## src/rtl/uart_tx_pkg.sv

```systemverilog
package uart_tx_pkg;
  localparam int unsigned LEN_W = 2;

  typedef enum logic [2:0] {
    ST_IDLE,
    ST_START,
    ST_DATA,
    ST_PAR,
    ST_STOP
  } tx_state_e;

  typedef struct packed {
    logic [LEN_W-1:0] len;
    logic             par_en;
    logic             par_odd;
    logic             stop_two;
  } frame_cfg_t;
endpackage

```

## src/rtl/tx_hold_reg.sv

```systemverilog
module tx_hold_reg #(
  parameter int unsigned DATA_W = 8
) (
  input  logic              clk_i,
  input  logic              rst_ni,
  input  logic              wr_en_i,
  input  logic [DATA_W-1:0] wr_data_i,
  input  logic              take_i,
  output logic [DATA_W-1:0] hold_data_o,
  output logic              hold_full_o
);
  logic [DATA_W-1:0] data_q;
  logic              full_q;

  // write wins over take: a byte written in the take cycle stays pending
  always_ff @(posedge clk_i or negedge rst_ni) begin
    if (!rst_ni) begin
      data_q <= '0;
      full_q <= 1'b0;
    end else if (wr_en_i) begin
      data_q <= wr_data_i;
      full_q <= 1'b1;
    end else if (take_i) begin
      full_q <= 1'b0;
    end
  end

  assign hold_data_o = data_q;
  assign hold_full_o = full_q;
endmodule

```

## src/rtl/tx_tick_timer.sv

```systemverilog
module tx_tick_timer #(
  parameter int unsigned OVS = 16
) (
  input  logic clk_i,
  input  logic rst_ni,
  input  logic baud_en_i,
  input  logic restart_i,
  input  logic active_i,
  output logic bit_end_o
);
  localparam int unsigned CNT_W = (OVS > 1) ? $clog2(OVS) : 1;
  localparam logic [CNT_W-1:0] CNT_LAST = CNT_W'(OVS - 1);

  logic [CNT_W-1:0] cnt_q;

  assign bit_end_o = active_i && baud_en_i && (cnt_q == CNT_LAST);

  always_ff @(posedge clk_i or negedge rst_ni) begin
    if (!rst_ni) begin
      cnt_q <= '0;
    end else if (restart_i || bit_end_o) begin
      cnt_q <= '0;
    end else if (active_i && baud_en_i) begin
      cnt_q <= cnt_q + 1'b1;
    end
  end
endmodule

```

## src/rtl/tx_frame_fsm.sv

```systemverilog
module tx_frame_fsm
  import uart_tx_pkg::*;
#(
  parameter int unsigned DATA_W   = 8,
  parameter int unsigned MIN_BITS = 5
) (
  input  logic              clk_i,
  input  logic              rst_ni,
  input  logic              baud_en_i,
  input  logic              hold_full_i,
  input  logic [DATA_W-1:0] hold_data_i,
  input  logic              cts_ok_i,
  input  logic              bit_end_i,
  input  frame_cfg_t        cfg_i,
  output logic              load_o,
  output logic              active_o,
  output logic              bit_o
);
  localparam int unsigned CNT_W = (DATA_W > 1) ? $clog2(DATA_W) : 1;

  tx_state_e         state_q;
  frame_cfg_t        cfg_q;
  logic [DATA_W-1:0] shreg_q;
  logic              par_q;
  logic [CNT_W-1:0]  dcnt_q;
  logic              stop_q;

  logic [DATA_W-1:0] keep;
  logic [DATA_W-1:0] masked;
  logic              par_nxt;
  logic [CNT_W-1:0]  last_idx;
  logic              last_stop;

  // bits above the selected length are dropped at load
  for (genvar g = 0; g < DATA_W; g++) begin : g_keep
    if (g < MIN_BITS) begin : g_fixed
      assign keep[g] = 1'b1;
    end else begin : g_var
      assign keep[g] = ({{(32-LEN_W){1'b0}}, cfg_i.len} > 32'(g - MIN_BITS));
    end
  end

  assign masked    = hold_data_i & keep;
  assign par_nxt   = (^masked) ^ cfg_i.par_odd;
  assign last_idx  = CNT_W'(MIN_BITS - 1) + CNT_W'(cfg_q.len);
  assign last_stop = (state_q == ST_STOP) && bit_end_i && (stop_q == cfg_q.stop_two);
  assign load_o    = baud_en_i && hold_full_i && cts_ok_i &&
                     ((state_q == ST_IDLE) || last_stop);

  always_ff @(posedge clk_i or negedge rst_ni) begin
    if (!rst_ni) begin
      state_q <= ST_IDLE;
      cfg_q   <= '0;
      shreg_q <= '0;
      par_q   <= 1'b0;
      dcnt_q  <= '0;
      stop_q  <= 1'b0;
    end else if (load_o) begin
      state_q <= ST_START;
      cfg_q   <= cfg_i;
      shreg_q <= masked;
      par_q   <= par_nxt;
      dcnt_q  <= '0;
      stop_q  <= 1'b0;
    end else if (bit_end_i) begin
      unique case (state_q)
        ST_START: state_q <= ST_DATA;
        ST_DATA: begin
          shreg_q <= shreg_q >> 1;
          if (dcnt_q == last_idx) begin
            state_q <= cfg_q.par_en ? ST_PAR : ST_STOP;
          end else begin
            dcnt_q <= dcnt_q + 1'b1;
          end
        end
        ST_PAR: state_q <= ST_STOP;
        ST_STOP: begin
          if (stop_q == cfg_q.stop_two) state_q <= ST_IDLE;
          else stop_q <= 1'b1;
        end
        default: state_q <= ST_IDLE;
      endcase
    end
  end

  always_comb begin
    unique case (state_q)
      ST_START: bit_o = 1'b0;
      ST_DATA:  bit_o = shreg_q[0];
      ST_PAR:   bit_o = par_q;
      default:  bit_o = 1'b1;
    endcase
  end

  assign active_o = (state_q != ST_IDLE);
endmodule

```

## src/rtl/tx_line_out.sv

```systemverilog
module tx_line_out (
  input  logic loop_en_i,
  input  logic active_i,
  input  logic bit_i,
  output logic txd_o,
  output logic loop_txd_o
);
  assign txd_o      = (active_i && !loop_en_i) ? bit_i : 1'b1;
  assign loop_txd_o = (active_i && loop_en_i) ? bit_i : 1'b1;
endmodule

```

## src/rtl/uart_tx_core.sv

```systemverilog
module uart_tx_core
  import uart_tx_pkg::*;
#(
  parameter int unsigned DATA_W   = 8,
  parameter int unsigned OVS      = 16,
  parameter int unsigned MIN_BITS = 5
) (
  input  logic              clk_i,
  input  logic              rst_ni,
  input  logic              baud_en_i,
  input  logic              wr_en_i,
  input  logic [DATA_W-1:0] wr_data_i,
  input  logic [LEN_W-1:0]  char_len_i,
  input  logic              parity_en_i,
  input  logic              parity_odd_i,
  input  logic              stop_two_i,
  input  logic              loop_en_i,
  input  logic              cts_ni,
  output logic              txd_o,
  output logic              loop_txd_o,
  output logic              hold_empty_o
);
  logic [DATA_W-1:0] hold_data_s;
  logic              hold_full_s;
  logic              load_s;
  logic              active_s;
  logic              bit_end_s;
  logic              line_bit_s;
  logic              cts_ok_s;
  frame_cfg_t        cfg_s;

  assign cts_ok_s       = loop_en_i || !cts_ni;
  assign cfg_s.len      = char_len_i;
  assign cfg_s.par_en   = parity_en_i;
  assign cfg_s.par_odd  = parity_odd_i;
  assign cfg_s.stop_two = stop_two_i;

  tx_hold_reg #(.DATA_W(DATA_W)) u_hold (
    .clk_i       (clk_i),
    .rst_ni      (rst_ni),
    .wr_en_i     (wr_en_i),
    .wr_data_i   (wr_data_i),
    .take_i      (load_s),
    .hold_data_o (hold_data_s),
    .hold_full_o (hold_full_s)
  );

  tx_tick_timer #(.OVS(OVS)) u_timer (
    .clk_i     (clk_i),
    .rst_ni    (rst_ni),
    .baud_en_i (baud_en_i),
    .restart_i (load_s),
    .active_i  (active_s),
    .bit_end_o (bit_end_s)
  );

  tx_frame_fsm #(.DATA_W(DATA_W), .MIN_BITS(MIN_BITS)) u_fsm (
    .clk_i       (clk_i),
    .rst_ni      (rst_ni),
    .baud_en_i   (baud_en_i),
    .hold_full_i (hold_full_s),
    .hold_data_i (hold_data_s),
    .cts_ok_i    (cts_ok_s),
    .bit_end_i   (bit_end_s),
    .cfg_i       (cfg_s),
    .load_o      (load_s),
    .active_o    (active_s),
    .bit_o       (line_bit_s)
  );

  tx_line_out u_line (
    .loop_en_i  (loop_en_i),
    .active_i   (active_s),
    .bit_i      (line_bit_s),
    .txd_o      (txd_o),
    .loop_txd_o (loop_txd_o)
  );

  assign hold_empty_o = !hold_full_s;
endmodule

```

## config.mk

```make
export PLATFORM = sky130hd
export DESIGN_NAME = uart_tx_core
export DESIGN_NICKNAME = d
export VERILOG_FILES = /design/src/rtl/uart_tx_pkg.sv /design/src/rtl/tx_hold_reg.sv /design/src/rtl/tx_tick_timer.sv /design/src/rtl/tx_frame_fsm.sv /design/src/rtl/tx_line_out.sv /design/src/rtl/uart_tx_core.sv
export SDC_FILE = /design/constraint.sdc
export NUM_CORES = 1
export LEC_CHECK = 0
export BUFFER_PORTS_ARGS = -buffer_cell sky130_fd_sc_hd__buf_2
export CAP_MARGIN = 40
export CORE_MARGIN = 4
export CORE_UTILIZATION = 45
export CTS_BUF_LIST = sky130_fd_sc_hd__clkbuf_16
export DETAILED_ROUTE_END_ITERATION = 10
export GPL_TIMING_DRIVEN = 0
export PLACE_DENSITY = 0.62
export SYNTH_ARGS = -nofsm -noshare
export SYNTH_HDL_FRONTEND = slang
export SYNTH_HIERARCHICAL = 1
export SYNTH_SLANG_ARGS = --single-unit
export TNS_END_PERCENT = 1
```

## constraint.sdc

```tcl
create_clock -name clk_i -period 2.5 [get_ports clk_i]
set_input_delay 0.625 -clock clk_i [delete_from_list [all_inputs] [get_ports clk_i]]
set_output_delay 0.625 -clock clk_i [all_outputs]
set_load 0.02 [all_outputs]
```

==> impl_metrics.ini <==
[synthesis]
synthMuxAreaShare_pct = 15.90
yosysTopAreaCell = dfrtp_1
postSynth.topFlopCell = dfrtp_1
synth_edf_count = 0
synth_top_family_by_area = multiplexers
synth_compound_area_share_pct = 10.67
yosys-top-cells-area = dfrtp_1, mux2_4, nand2_1
yosys.area_share.simple_pct = 14.87
synth_fa_ha_area_share_pct = 1.376
synth-xor-area-share_pct = 6.951
yosysMostFrequentCell = dfrtp_1
synth_cell_types = 47
synth.top_cells.by_count = dfrtp_1, nand2_1, mux2_4
ys_warn_count = 6
ys_async_sr_fraction_pct = 100.0
syn_area_um2 = 1818
synth.avg_cell_area_um2 = 11.65
syn_nets = 177
synth-seq-cells = 33
synth_top_area_share_pct = 45.42
synthCells = 156
yosysSeqAreaShare_pct = 45.42

[detailed_routing]
dr.pass1.iters = 4
vias = 1247
routedWlPerCell_um = 14.62
via_per_inst = 5.329
drc_errors = 0
drt_wl_total_um = 3420
drt_iter0_drc = 91
antenna_left = 0

[cells_and_area]
final_area_um2 = 2138
final_nets = 207
antennaDiodeCount = 0
area_growth_pct = 17.62
drive_gt1_share_pct = 34.95
fin_cells = 234
nFillCells = 322

[hold_path]
hp-class = input port to asynchronous set/reset pin

[cts]
clkSinkCount = 33
worstSkewPairLatency_ps = 270
path_clk_slew_ps = 50
root_buffer = clkbuf_16
tritoncts = built
cts_buffers = 5
h-tree-depth = 2
clockBufferDepth = 2

[flow_run]
maxCapViolCount = 0

[sta]
finalClockSkew_ps = 2.114
slew_violations = 0
fmax_mhz = 428.9
timing.final.hold_violations = 0
fin_setup_tns_ps = 0
setup_violations = 0
worstMarginPinSlew_ps = 737.0
period_needed_ps = 2332
relSlewSlack_pct = 50.87
rsz0062_at_grt = false
fin_crit_sh_pct = 93.27
whs_ps = 415.1

[power_and_ir_drop]
internal-power_uw = 1416
sw_frac_of_total_pct = 31.32
pwr-share-comb_pct = 33.8
leakage_uw = 0.0009894
p_clk_share_pct = 26.8
pwr-share-seq_pct = 39.4
power.switching_uw = 645.7
p_per_area_nw_per_um2 = 964.2
ir_drop_uv = 350.7

[placed_design]
io_buffers = 20
hpwlAfterDp_um = 2390
post_dp_cell_area_um2 = 1978
placedCellCount = 224
place.gp.congestion = 0.7824

[setup_path]
cp-start-kind = flop
endpoint_kind = primary output
startpoint = u_fsm/state_q[1]
ff2ff_setup_slack_ps = 240
critical_path_required_ps = 1880
critical_path.max_fanout = 10
worstReg2RegEnd = u_fsm/shreg_q[0]
r2r-start = u_fsm/state_q[2]
cp.arrival_ps = 1710
worstSetupPathType = flop to primary output
worstSetupEndpoint = txd_o
reg2reg_depth = 10

[global_route]
grt_max_degree = 34
grt-ovfl-total = 0
grt_antenna_before_repair = 0
grt_pass1_vias = 1237
grt_pass1_wl_um = 5906
grt_usage_pct = 15.22

[floorplan]
core-area_um2 = 3771
rows = 22
pin_count = 22
fp.dieH_um = 71.56
die_area_um2 = 5121
initial_core_util_pct = 48.21
die_w_um = 71.56

[run_status]
status = completed
[critical path, cell delays in order (launching register included)]
cell     delay [ps]
dfrtp_1         320
buf_4           170
a21oi_1          80
a311o_1         350
or3b_1          350
buf_2           160
[metrics by stage]
stage               setup WS [ps]  power (uW)  util [%]
global route                4.876        2199     56.70
CTS                         34.50        2072     55.97
finish                      168.2        2062     56.70
floorplan                   398.0        1342         -
detailed placement          46.79        1502     52.46
global placement            64.81        1472     52.46
[how the worst min path moves through the flow]
stage | from | endpoint | slack, ps | cells after the start
after floorplan | rst_ni | u_fsm/cfg_q[0] | 330 | 0
after global placement | u_hold/hold_data_o[5] | u_hold/hold_data_o[5] | 500 | 1
after detailed placement | u_fsm/par_q | u_fsm/par_q | 510 | 1
after CTS | rst_ni | u_timer/cnt_q[3] | 440 | 1
after global routing | rst_ni | u_timer/cnt_q[2] | 490 | 1
final | rst_ni | u_timer/cnt_q[3] | 420 | 1
[logic make-up after synthesis]
family | after synthesis
compound gates | 24
xor+xnor | 12
fa+ha+maj | 2
buf+inv | 15
flops | 33
mux | 23
simple gates | 47
[layout make-up]
type                            instances  area (um^2)  area share, %
Clock inverter                          2        7.507         0.3511
Timing Repair Buffer                   23        122.6          5.734
Clock buffer                            5        125.1          5.851
Sequential cell                        33        825.8          38.62
Inverter                                7        26.28          1.229
Buffer                                  8        63.81          2.984
Multi-Input combinational cell        108        907.1          42.42
Tap cell                               48        60.06          2.809
[routing by layer]
layer	wire length (um)	up-vias	track usage (%)
li1	-	604	-
met1	1568	614	19.39
met2	1623	22	23.47
met3	153	7	4.628
met4	74	0	7.516
met5	0	-	0
[power groups by stage]
stage	Combinational, uW	Clock [uW]	Sequential [uW]
after CTS	688	571	812
after floorplan	551	0	791
after detailed placement	684	0	819
after global placement	656	0	816
after global routing	768	597	835
final	697	552	813
[sequential cells by signal (all words and copies together), names as in the netlist]
register,count
u_hold/hold_full_o,1
u_timer/cnt_q,4
u_fsm/cfg_q,4
u_hold/hold_data_o,8
u_fsm/shreg_q,8
u_fsm/par_q,1
u_fsm/stop_q,1
u_fsm/state_q,3
u_fsm/dcnt_q,3
[cell usage in the layout, fill, tap and decap left out, types with 3 or more instances in the layout]
master and count:
a21oi_1 3, buf_2 22, buf_4 4, buf_6 3, clkbuf_16 5, dfrtp_1 33, inv_1 8, mux2_2 7
mux2_4 10, mux2i_1 6, nand2_1 22, nand3_1 3, nand3b_1 3, nor2_1 3, o21ai_0 6, xnor2_1 8
[repair_timing]
action,4_1_cts,5_1_grt
endpoints found under the hold margin,0,0
setup endpoints to repair,0,12
resized for setup,0,3
buffers inserted,0,3
hold buffers,0,0
No activity file was read; power rests on OpenSTA's default activity.
